[config.mk]
export PLATFORM = sky130hd
export DESIGN_NAME = radio_spi_seq
export DESIGN_NICKNAME = d
export VERILOG_FILES = /design/src/rtl/rss_pkg.sv /design/src/rtl/rss_cfg_rom.sv /design/src/rtl/rss_byte_engine.sv /design/src/rtl/radio_spi_seq.sv
export SDC_FILE = /design/constraint.sdc
export NUM_CORES = 1
export LEC_CHECK = 0
export ABC_AREA = 1
export BUFFER_PORTS_ARGS = -buffer_cell sky130_fd_sc_hd__buf_4
export CAP_MARGIN = 20
export CORE_AREA = 2 2 400 402
export DETAILED_ROUTE_END_ITERATION = 10
export DIE_AREA = 0 0 402 404
export PLACE_DENSITY = 0.48
export SETUP_SLACK_MARGIN = 0.2
export SYNTH_ARGS = -nofsm -noshare
export SYNTH_HDL_FRONTEND = slang
export SYNTH_SLANG_ARGS = --single-unit
[constraint.sdc]
create_clock -name clk -period 2.81 [get_ports clk]
set_input_delay 0.1405 -clock clk [delete_from_list [all_inputs] [get_ports clk]]
set_output_delay 0.1405 -clock clk [all_outputs]
set_load 0.02 [all_outputs]
[src/rtl/rss_pkg.sv]
`timescale 1ns/1ps
package rss_pkg;

    typedef enum logic [1:0] {MODE_CFG, MODE_TX, MODE_RX} mode_e;

    typedef enum logic [2:0] {S_IDLE, S_SETUP, S_GO, S_WAIT, S_GAP, S_FIN} state_e;

    localparam logic [7:0] TXBUF_HDR  = 8'h3E;
    localparam logic [7:0] RXBUF_HDR  = 8'h7F;
    localparam logic [7:0] SEND_CMD   = 8'h09;
    localparam int         OK_BIT     = 6;

    function automatic logic [23:0] cfg_entry(input int k);
        logic [7:0]  a;
        logic [15:0] d;
        a = 8'(8'h10 + k);
        d = 16'(16'h5A00 + k * 16'h0103);
        return {a, d};
    endfunction

endpackage

[src/rtl/rss_cfg_rom.sv]
`timescale 1ns/1ps
module rss_cfg_rom #(
    parameter int DEPTH = 8,
    parameter int AW    = 3
) (
    input  logic [AW-1:0] addr,
    output logic [23:0]   word
);
    logic [23:0] rom_arr [DEPTH];

    for (genvar g = 0; g < DEPTH; g++) begin : g_ent
        assign rom_arr[g] = rss_pkg::cfg_entry(g);
    end

    always_comb begin
        word = '0;
        for (int i = 0; i < DEPTH; i++)
            if (32'(addr) == i) word = rom_arr[i];
    end
endmodule

[src/rtl/rss_byte_engine.sv]
`timescale 1ns/1ps
module rss_byte_engine #(
    parameter int HALF = 10
) (
    input  logic       clk,
    input  logic       rst_n,
    input  logic       go,
    input  logic [7:0] tx_byte,
    input  logic       miso,
    output logic       sclk,
    output logic       mosi,
    output logic       done,
    output logic [7:0] rx_byte
);
    localparam int DW = (HALF > 1) ? $clog2(HALF) : 1;

    logic          busy_q, sclk_q, done_q;
    logic [DW-1:0] div_q;
    logic [2:0]    bit_q;
    logic [7:0]    sh_q, rx_q;

    always_ff @(posedge clk or negedge rst_n) begin
        if (!rst_n) begin
            busy_q <= 1'b0;
            sclk_q <= 1'b0;
            done_q <= 1'b0;
            div_q  <= '0;
            bit_q  <= '0;
            sh_q   <= '0;
            rx_q   <= '0;
        end else begin
            done_q <= 1'b0;
            if (!busy_q) begin
                if (go) begin
                    busy_q <= 1'b1;
                    sh_q   <= tx_byte;
                    div_q  <= '0;
                    bit_q  <= '0;
                    sclk_q <= 1'b0;
                end
            end else if (div_q == DW'(HALF - 1)) begin
                div_q <= '0;
                if (!sclk_q) begin
                    sclk_q <= 1'b1;
                    rx_q   <= {rx_q[6:0], miso};
                end else begin
                    sclk_q <= 1'b0;
                    if (bit_q == 3'd7) begin
                        busy_q <= 1'b0;
                        done_q <= 1'b1;
                    end else begin
                        bit_q <= bit_q + 3'd1;
                        sh_q  <= {sh_q[6:0], 1'b0};
                    end
                end
            end else begin
                div_q <= div_q + 1'b1;
            end
        end
    end

    assign sclk    = sclk_q;
    assign mosi    = sh_q[7];
    assign done    = done_q;
    assign rx_byte = rx_q;

    // the serial clock rests low whenever no byte is in flight
    a_r2_sclk_rest: assert property (@(posedge clk) disable iff (!rst_n)
        !busy_q |-> !sclk_q);

    // outgoing bit does not move while the serial clock is high
    a_r2_mosi_hold: assert property (@(posedge clk) disable iff (!rst_n)
        (sclk_q && $past(sclk_q)) |-> $stable(sh_q[7]));
endmodule

[src/rtl/radio_spi_seq.sv]
`timescale 1ns/1ps
module radio_spi_seq
    import rss_pkg::*;
#(
    parameter int PKT_BITS  = 500,
    parameter int ROM_DEPTH = 8,
    parameter int HALF      = 10
) (
    input  logic                clk,
    input  logic                rst_n,
    input  logic                begin_cfg,
    input  logic                begin_tx,
    input  logic                begin_rx,
    input  logic [PKT_BITS-1:0] tx_pkt,
    output logic                done_cfg,
    output logic                done_tx,
    output logic                done_rx,
    output logic                op_ok,
    output logic [7:0]          status,
    output logic [PKT_BITS-1:0] rx_pkt,
    output logic                spi_cs_n,
    output logic                spi_sclk,
    output logic                spi_mosi,
    input  logic                spi_miso
);
    localparam int PKT_BYTES = (PKT_BITS + 7) / 8;
    localparam int PAD_W     = PKT_BYTES * 8;
    localparam int PAD       = PAD_W - PKT_BITS;
    localparam int IDX_W     = (ROM_DEPTH > 2) ? $clog2(ROM_DEPTH) : 1;
    localparam int BI_W      = $clog2(PKT_BYTES + 2);
    localparam int CNT_W     = $clog2(2 * HALF + 1);

    state_e             state_q, state_d;
    mode_e              mode_q, mode_sel;
    logic [IDX_W-1:0]   idx_q;
    logic [BI_W-1:0]    bidx_q, last_bidx;
    logic [CNT_W-1:0]   cnt_q;
    logic [PAD_W-1:0]   pay_q;
    logic [7:0]         status_q, byte_out, byte_in;
    logic [23:0]        rom_word;
    logic               byte_go, byte_done, any_begin, last_xact;

    rss_cfg_rom #(.DEPTH(ROM_DEPTH), .AW(IDX_W)) u_rom (
        .addr (idx_q),
        .word (rom_word)
    );

    rss_byte_engine #(.HALF(HALF)) u_shift (
        .clk     (clk),
        .rst_n   (rst_n),
        .go      (byte_go),
        .tx_byte (byte_out),
        .miso    (spi_miso),
        .sclk    (spi_sclk),
        .mosi    (spi_mosi),
        .done    (byte_done),
        .rx_byte (byte_in)
    );

    assign any_begin = begin_cfg | begin_tx | begin_rx;

    // setup over send over fetch
    always_comb begin
        if (begin_cfg)     mode_sel = MODE_CFG;
        else if (begin_tx) mode_sel = MODE_TX;
        else               mode_sel = MODE_RX;
    end

    always_comb begin
        case (mode_q)
            MODE_CFG: begin
                last_bidx = BI_W'(2);
                last_xact = (idx_q == IDX_W'(ROM_DEPTH - 1));
                case (bidx_q)
                    BI_W'(0): byte_out = rom_word[23:16];
                    BI_W'(1): byte_out = rom_word[15:8];
                    default:  byte_out = rom_word[7:0];
                endcase
            end
            MODE_TX: begin
                last_bidx = (idx_q == '0) ? BI_W'(PKT_BYTES) : '0;
                last_xact = (idx_q == IDX_W'(1));
                if (idx_q != '0)       byte_out = SEND_CMD;
                else if (bidx_q == '0) byte_out = TXBUF_HDR;
                else                   byte_out = pay_q[PAD_W-1 -: 8];
            end
            default: begin
                last_bidx = BI_W'(PKT_BYTES);
                last_xact = 1'b1;
                byte_out  = (bidx_q == '0) ? RXBUF_HDR : 8'h00;
            end
        endcase
    end

    always_comb begin
        state_d = state_q;
        unique case (state_q)
            S_IDLE:  if (any_begin) state_d = S_SETUP;
            S_SETUP: if (cnt_q == CNT_W'(HALF - 1)) state_d = S_GO;
            S_GO:    state_d = S_WAIT;
            S_WAIT:  if (byte_done) state_d = (bidx_q == last_bidx) ? S_GAP : S_GO;
            S_GAP:   if (cnt_q == CNT_W'(2 * HALF - 1)) state_d = last_xact ? S_FIN : S_SETUP;
            S_FIN:   state_d = S_IDLE;
            default: state_d = S_IDLE;
        endcase
    end

    always_ff @(posedge clk or negedge rst_n) begin
        if (!rst_n) state_q <= S_IDLE;
        else        state_q <= state_d;
    end

    always_ff @(posedge clk or negedge rst_n) begin
        if (!rst_n) begin
            mode_q   <= MODE_CFG;
            idx_q    <= '0;
            bidx_q   <= '0;
            cnt_q    <= '0;
            pay_q    <= '0;
            status_q <= '0;
        end else begin
            cnt_q <= (state_d != state_q) ? '0 : cnt_q + 1'b1;
            if (state_q == S_IDLE && any_begin) begin
                mode_q <= mode_sel;
                idx_q  <= '0;
                bidx_q <= '0;
                if (mode_sel == MODE_TX) pay_q <= PAD_W'(tx_pkt) << PAD;
            end
            if (state_q == S_WAIT && byte_done) begin
                bidx_q <= bidx_q + 1'b1;
                if (bidx_q == '0)          status_q <= byte_in;
                else if (mode_q == MODE_TX) pay_q   <= pay_q << 8;
                else if (mode_q == MODE_RX) pay_q   <= {pay_q[PAD_W-9:0], byte_in};
            end
            if (state_q == S_GAP && state_d == S_SETUP) begin
                idx_q  <= idx_q + 1'b1;
                bidx_q <= '0;
            end
        end
    end

    always_comb begin
        spi_cs_n = (state_q == S_IDLE) || (state_q == S_GAP) || (state_q == S_FIN);
        byte_go  = (state_q == S_GO);
        done_cfg = (state_q == S_FIN) && (mode_q == MODE_CFG);
        done_tx  = (state_q == S_FIN) && (mode_q == MODE_TX);
        done_rx  = (state_q == S_FIN) && (mode_q == MODE_RX);
        op_ok    = (state_q == S_FIN) && status_q[OK_BIT];
        status   = status_q;
        rx_pkt   = pay_q[PAD_W-1 -: PKT_BITS];
    end

    // checker state for the select gap window
    logic [CNT_W-1:0] hi_cnt_q;
    logic             seen_low_q;
    always_ff @(posedge clk or negedge rst_n) begin
        if (!rst_n) begin
            hi_cnt_q   <= '0;
            seen_low_q <= 1'b0;
        end else begin
            seen_low_q <= seen_low_q | !spi_cs_n;
            if (!spi_cs_n)                          hi_cnt_q <= '0;
            else if (hi_cnt_q != CNT_W'(2 * HALF))  hi_cnt_q <= hi_cnt_q + 1'b1;
        end
    end

    // select high for a full serial clock period between transactions
    a_r3_cs_gap: assert property (@(posedge clk) disable iff (!rst_n)
        ($fell(spi_cs_n) && seen_low_q) |-> (hi_cnt_q == CNT_W'(2 * HALF)));

    // no clock activity with select released
    a_r3_sclk_quiet: assert property (@(posedge clk) disable iff (!rst_n)
        spi_cs_n |-> !spi_sclk);

    // at most one done output at a time
    a_r8_one_done: assert property (@(posedge clk) disable iff (!rst_n)
        $onehot0({done_cfg, done_tx, done_rx}));

    // the running job cannot be replaced mid-run
    a_r9_mode_held: assert property (@(posedge clk) disable iff (!rst_n)
        (state_q != S_IDLE) |=> $stable(mode_q));

    // a done pulse lasts one cycle
    a_r8_pulse: assert property (@(posedge clk) disable iff (!rst_n)
        (done_cfg || done_tx || done_rx) |=> !(done_cfg || done_tx || done_rx));
endmodule

==> flow_summary.json, run 1 <==
{
  "maxCapViolCount": 0,
  "status": "complete, no violations",
  "tightest_slew_ns": 1.178,
  "layout.nets": 5679,
  "synth_top_cell_by_area": "dfrtp_1",
  "rr_startpoint": "state_q[0]",
  "yosysSeqAreaShare_pct": 36.88,
  "fin_skew_ns": 0.03848,
  "synth-compound-area-share_pct": 12.58,
  "hold_path_class": "in -> reg",
  "numCtsBuffers": 75,
  "gp_congestion": 0.9233,
  "muxShareOfSynthArea_pct": 0,
  "pin_count": 1021,
  "via_count": 33440,
  "cts_setup_buffers": 0,
  "max_stage_delay_ns": 0.61,
  "root_buffer": "clkbuf_16",
  "final_core_util_pct": 32.51,
  "fin_ws_ns": 0.3369,
  "vias_per_cell": 4.585,
  "portBuffers": 1020,
  "cp-start-kind": "register",
  "htree_levels": 3,
  "hold_path_end": "mode_q[1]",
  "synth-edff-count": 0,
  "power.density_nw_per_um2": 384.6,
  "routedWlPerCell_um": 21.84,
  "async_reset_ff_share_pct": 100.0,
  "path_buf_inv": 3,
  "hold_viol": 0,
  "synth-simple-area-share_pct": 28.15,
  "clockBufferDepth": 3,
  "hold_start": "begin_tx",
  "hold_depth": 3,
  "area_growth_pct": 35.54,
  "syn_inst": 4240,
  "pre_cts_slack_ns": 0.3491,
  "clkTransAtPathRegs_ns": 0.06,
  "synth_area_leaders": "dfrtp_1 (37%), nand3_2 (12%), buf_4 (11%)",
  "die_w_um": 402,
  "synth_ff_type": "dfrtp_1",
  "fp.dieH_um": 404,
  "clock-sinks": 558,
  "crit_required_ns": 3.41,
  "crit_fanout": 32,
  "hpwl_um": 119900,
  "syn-num-nets": 4761,
  "rows": 146,
  "drt_iter0_drc": 2507,
  "netlist_area_um2": 37860,
  "period_minus_slack_ns": 2.473,
  "cp_top_family": "buffers and inverters",
  "track_usage_pct": 18.86,
  "drive_above_1_share_pct": 51.99,
  "fmax_ghz": 0.4043,
  "grt_max_degree": 151,
  "drv_slew": 0,
  "rsz0062_at_grt": "yes",
  "coreArea_um2": 157800,
  "reg2reg_slack_ns": 0.34,
  "critPathArrivalTime_ns": 3.07,
  "tns_ns": 0,
  "worstSetupEndpointType": "register",
  "critPathLaunch": "state_q[0]",
  "antenna_found_initial": 13,
  "die-area_um2": 162400,
  "ant_nets": 0,
  "r2r_end": "pay_q[474]",
  "worstSetupPathType": "reg -> reg",
  "total_power_mw": 19.73,
  "grt_pass1_vias": 33070,
  "drc": 0,
  "cts_tree": "yes",
  "setup_viol_count_final": 0,
  "vdd_drop_max_v": 0.0003531,
  "relSlewSlack_pct": 21.48,
  "cp_cell_sequence": "nor2_2 > nand2_1 > nor2_4 > buf_4 > nand4_1 > dlygate4sd3_1 > nand3_2 > o21ai_2 > inv_2",
  "clock_latency_ns": 0.67,
  "start_util_pct": 23.99,
  "ys_ff_latch": 558,
  "cpMaxStageDelayCell": "dlygate4sd3_1",
  "synthAdderAreaFrac_pct": 0.4957,
  "avgSynthCellArea_um2": 8.929,
  "ys_warn_count": 0,
  "period_share_pct": 88.01,
  "reg2reg_depth": 9,
  "drt_first_pass_iters": 5,
  "cellLeakagePower_nw": 29.52,
  "synthXorXnorAreaFrac_pct": 0.1388,
  "routed_wl_um": 159300,
  "ys_types": 41,
  "yosysTopAreaCellShare_pct": 36.88,
  "synth_top_family_by_area": "simple AND/OR/NAND/NOR gates",
  "overflow": 0,
  "grt_pass1_wl_um": 230000
}
## worst max path at each step
stage                      end  slack (ns)  cells past startpoint
floorplan            pay_q[18]        1.00                     12
global placement    pay_q[440]        0.40                      8
finish              pay_q[474]        0.34                      9
global route        pay_q[413]        0.15                      8
CTS                 pay_q[470]        0.32                      9
detailed placement  pay_q[347]        0.35                      8
## cell families (layout without fill, tap and decap cells)
| family | Yosys count | after routing |
|---|---|---|
| simple gates | 1685 | 1685 |
| buf+inv | 1387 | 2361 |
| flops | 558 | 558 |
| compound gates | 589 | 589 |
| other cells | 0 | 8 |
| xor+xnor | 6 | 6 |
| fa+ha+maj | 15 | 15 |
## report_power, final
part           total (mW)  internal, mW  switching [mW]  leakage [nW]
Sequential           8.06          8.05         0.00736          7.58
Combinational        1.82         0.998           0.824          20.7
Clock                9.86          5.91            3.95          1.22
Total                19.7          15.0            4.78          29.5
## state kept, by name (all words and copies together), names as in the netlist
name and cells:
u_shift.bit_q 3, idx_q 3, u_shift.div_q 4, state_q 3, cnt_q 5, pay_q 504, u_shift.busy_q 1, bidx_q 7
u_shift.sclk 1, u_shift.rx_byte 8, u_shift.sh_q 8, u_shift.done 1, mode_q 2, status 8
## cells in the mapped netlist, types with 2 or more instances
master      n
buf_2      55
buf_6       6
a21oi_1    18
xnor2_1     2
inv_1      73
dfrtp_1   558
nand4_1   488
o21ai_2   470
buf_4     555
nor3_1      3
o31ai_1     2
o21ai_1    35
nand3_2   472
nand2_4     2
nor4_1      2
xor2_1      4
clkbuf_1  165
nand2_1   602
buf_12     46
a31oi_1     2
o21ai_0    46
inv_2     476
o22ai_1     7
nor2_1     38
or2_2       2
nor2_2      4
o211ai_1    4
buf_8       7
nand3_1    68
nor2_4      2
ha_1       15
inv_4       2
## placed cells by master (no fill, tap or decap), drive strengths merged, types with 2 or more instances in the layout
cell,count
a21oi,19
a31oi,2
buf,1166
bufinv,4
clkbuf,118
clkinv,9
dfrtp,558
diode,8
dlygate4sd3,510
ha,15
inv,553
nand2,604
nand3,540
nand4,488
nor2,45
nor3,3
nor4,2
o211ai,5
o21ai,551
o22ai,8
o31ai,2
or2,2
xnor2,2
xor2,4
## routing by layer
| metal | track usage (%) | share of wire, % | up-vias |
|---|---|---|---|
| met5 | 0 | 0.014 | - |
| met3 | 3.699 | 5.6 | 273 |
| li1 | - | - | 15570 |
| met2 | 30.86 | 47 | 1193 |
| met1 | 24.50 | 43 | 16400 |
| met4 | 7.149 | 4.0 | 4 |
## per-stage QoR
stage / cells / hold WS (ns) / area [um^2]
2_1_floorplan: 4240 / -0.1551 / 37860
3_3_place_gp: 6643 / 0.2748 / 43690
3_5_place_dp: 6643 / 0.2763 / 43690
4_1_cts: 7286 / 0.008118 / 51290
5_1_grt: 7290 / 0.03457 / 51310
6_report: 7294 / 0.05522 / 51320
## what timing repair did
action                                 in CTS  in global routing
setup endpoints to repair                   0                 36
endpoints found under the hold margin     567                  0
resized for setup                           0                  1
hold buffers                              510                  0
## cell type report
type / instances / area [um^2]
antenna: 8 / 20.02
clock buffer: 118 / 2271
clock inverter: 15 / 225.2
fill: 16490 / 106500
inverter: 552 / 2085
multi-input combinational: 2295 / 15680
sequential: 558 / 13960
tap: 2072 / 2592
timing repair buffer: 1676 / 14480
## worst reg2reg max path, delay by kind of cell, from the launching register on
family,cells,cell delay (ns)
AO/OA/AOI/OAI,1,0.06
buffers and inverters,3,1.08
flip-flops,1,0.45
AND/OR/NAND/NOR,5,0.85
Note: power is estimated with default switching activity, not from simulation.
==> run 2: changes to the inputs <==
--- a/config.mk
+++ b/config.mk
@@ -8,11 +8,12 @@
 export ABC_AREA = 1
 export BUFFER_PORTS_ARGS = -buffer_cell sky130_fd_sc_hd__buf_4
 export CAP_MARGIN = 20
-export CORE_AREA = 2 2 400 402
+export CORE_AREA = 2 2 398 400
 export DETAILED_ROUTE_END_ITERATION = 10
-export DIE_AREA = 0 0 402 404
-export PLACE_DENSITY = 0.48
-export SETUP_SLACK_MARGIN = 0.2
+export DIE_AREA = 0 0 400 402
+export PLACE_DENSITY = 0.45
+export SETUP_SLACK_MARGIN = 0.15
 export SYNTH_ARGS = -nofsm -noshare
 export SYNTH_HDL_FRONTEND = slang
+export SYNTH_HIERARCHICAL = 1
 export SYNTH_SLANG_ARGS = --single-unit
==> run 2 against run 1 <==
  * First-iteration DRC count up 19%
  * Synthesized cell count up 1.5%
  * Hold slack worse by 0.018 ns
  * Area after synthesis decreased by 12%
  * Total power fell by 0.42%
  * Combinational power is essentially flat
  * Wire length increased by 3.4%
  * Largest cell class is now buffers
==> flow_summary.json, run 2 <==
{
  "tns_ns": 0,
  "start_util_pct": 21.20,
  "timing.hold.ws_ns": 0.03723,
  "drt_first_pass_iters": 6,
  "yosys-top-cells-count": "nand2_1 (655), dfrtp_1 (558), buf_4 (554), nand3_1 (554), inv_1 (515)",
  "rsz0062_at_grt": "no",
  "via_count": 33720,
  "grt_pass1_wl_um": 234300,
  "synth-edff-count": 0,
  "antenna_found_initial": 12,
  "overflow": 0,
  "clock-sinks": 558,
  "numCtsBuffers": 75,
  "netlist_area_um2": 33310,
  "fp.dieH_um": 402,
  "crit_required_ns": 3.37,
  "clkTransAtPathRegs_ns": 0.06,
  "yosysTopAreaCellShare_pct": 41.92,
  "pin_count": 1021,
  "vdd_drop_max_v": 0.0003710,
  "period_minus_slack_ns": 2.473,
  "fmax_ghz": 0.4043,
  "synth_ff_type": "dfrtp_1",
  "vias_per_cell": 4.618,
  "tightest_slew_ns": 0.8129,
  "critPathArrivalTime_ns": 3.03,
  "final_common_cell": "buf_4",
  "most-common-layout-cells": "buf_4 (1097), nand2_1 (655), dfrtp_1 (558), nand3_1 (554), inv_1 (515)",
  "die_w_um": 400,
  "root_buffer": "clkbuf_16",
  "syn_inst": 4304,
  "period_share_pct": 88.02,
  "drt_iter0_drc": 2992,
  "hold_viol": 0,
  "total_power_mw": 19.65,
  "die-area_um2": 160800,
  "crit_top_cell": "inv_1",
  "layout.nets": 5695,
  "synth_area_leaders": "dfrtp_1 (42%), buf_4 (12%), nand4_1 (9.2%)",
  "relSlewSlack_pct": 45.81,
  "nFillCells": 17000,
  "crit_fanout": 56,
  "finalNonFillerCells": 7302,
  "post_cts_resized": 0,
  "ant_nets": 0,
  "placed_cells": 6662,
  "drv_slew": 0,
  "final_core_util_pct": 29.88,
  "grt_max_degree": 144,
  "setup_viol_count_final": 0,
  "drive_above_1_share_pct": 25.06,
  "cpMaxStageDelayCell": "buf_4",
  "fin_skew_ns": 0.03521,
  "clock_latency_ns": 0.67,
  "cts_tree": "yes",
  "maxCapViolCount": 0,
  "status": "complete, no violations",
  "ys_ff_latch": 558,
  "clockBufferDepth": 3,
  "worstSetupPathType": "reg -> reg",
  "gp_congestion": 0.9020,
  "routedWlPerCell_um": 22.56,
  "area_growth_pct": 40.90,
  "htree_levels": 3,
  "regMostFlops": "pay_q",
  "worstSetupEndpointType": "register",
  "largest_reg_flops": 504,
  "hold_path_class": "in -> async",
  "hpwl_um": 120700,
  "synth_top_cell_by_area": "dfrtp_1",
  "portBuffers": 1020,
  "grt_pass1_vias": 32800,
  "rows": 146,
  "track_usage_pct": 19.61,
  "coreArea_um2": 157100,
  "ys_warn_count": 6,
  "async_reset_ff_share_pct": 100.0,
  "cp_cell_sequence": "inv_1 > ha_1 > nand4_4 > o211ai_4 > buf_12 > buf_4 > nand3_1 > o21ai_1 > inv_1",
  "avgSynthCellArea_um2": 7.739,
  "synth.most_common_cell": "nand2_1",
  "yosysSeqAreaShare_pct": 41.92,
  "drc": 0,
  "routed_wl_um": 164800,
  "cellLeakagePower_nw": 27.04,
  "power.density_nw_per_um2": 418.7,
  "cp-start-kind": "register",
  "ys_types": 38,
  "max_stage_delay_ns": 0.52
}
-- run 2: cell count changes after synthesis, sizes merged, moves of 3 or more --
cell    previous run  this run
a21oi             19         6
clkbuf           165       211
nand4            488       491
buf              670       641
o21ai            551       525
nand2            604       660
mux2i              0         3
a31o               0         4
nand3            540       558
-- run 2: final timing paths --
kind                              endpoint  slack, ns  depth (start not counted)       startpoint
max in group asynchronous        pay_q[96]       1.75                          4            rst_n
min                             pay_q[204]       0.04                          2            rst_n
min reg2reg                u_shift/sh_q[3]       0.47                          2  u_shift/sh_q[3]
max reg2reg                      pay_q[89]       0.34                          9        bidx_q[0]
min in group clk                pay_q[168]       0.07                          5      tx_pkt[164]
max                              pay_q[89]       0.34                          9        bidx_q[0]
-- run 2: timing repair --
item                                    CTS  global route
endpoints found under the setup margin    0             3
setup buffers                             0             3
hold buffers                            504             0
hold endpoints to repair                657             0
-- run 2: final cells by class --
cell class / count / area (um^2) / area share (%)
Clock inverter: 23 / 291.5 / 0.6212
Multi-Input combinational cell: 2350 / 11840 / 25.24
Tap cell: 2072 / 2592 / 5.524
Timing Repair Buffer: 1638 / 14010 / 29.85
Inverter: 551 / 2076 / 4.423
Sequential cell: 558 / 13960 / 29.75
Clock buffer: 107 / 2148 / 4.577
Antenna cell: 3 / 7.507 / 0.01600
-- run 2: kinds of logic after synthesis --
kind of cell,after synthesis,share of synthesized area [%]
flops,558,41.92
compound gates,558,8.632
simple gates,1760,26.00
other cells,1,0.01126
fa+ha+maj,15,0.5634
buf+inv,1403,22.63
xor+xnor,6,0.1578
mux,3,0.09015
-- run 2: per-layer routing --
layer	track usage, %	part of all wire (%)	wire length, um	up-vias
met5	0	0.0073	12	-
met4	7.688	4.0	6581	2
met3	5.410	8.3	13700	269
met2	30.92	46	75240	1337
met1	25.28	42	69220	16480
li1	-	-	-	15630
-- run 2: critical path, delay by kind of cell, from the launching register on --
family	cells	cell delay, ns
buf+inv	4	0.89
fa+ha+maj	1	0.21
flops	1	0.42
simple gates	2	0.44
compound gates	2	0.33
-- run 2: metrics by stage --
step / worst slack [ns] / instance area, um^2
2_1_floorplan: 0.9623 / 33340
3_3_place_gp: 0.3683 / 39410
3_5_place_dp: 0.3646 / 39410
4_1_cts: 0.2255 / 46890
5_1_grt: 0.1508 / 46930
6_report: 0.3367 / 46930
-- run 2: where the power goes --
group | internal [mW] | switching [mW]
logic | 0.978 | 0.846
registers | 8.04 | 0.00106
clock network | 5.77 | 4.01
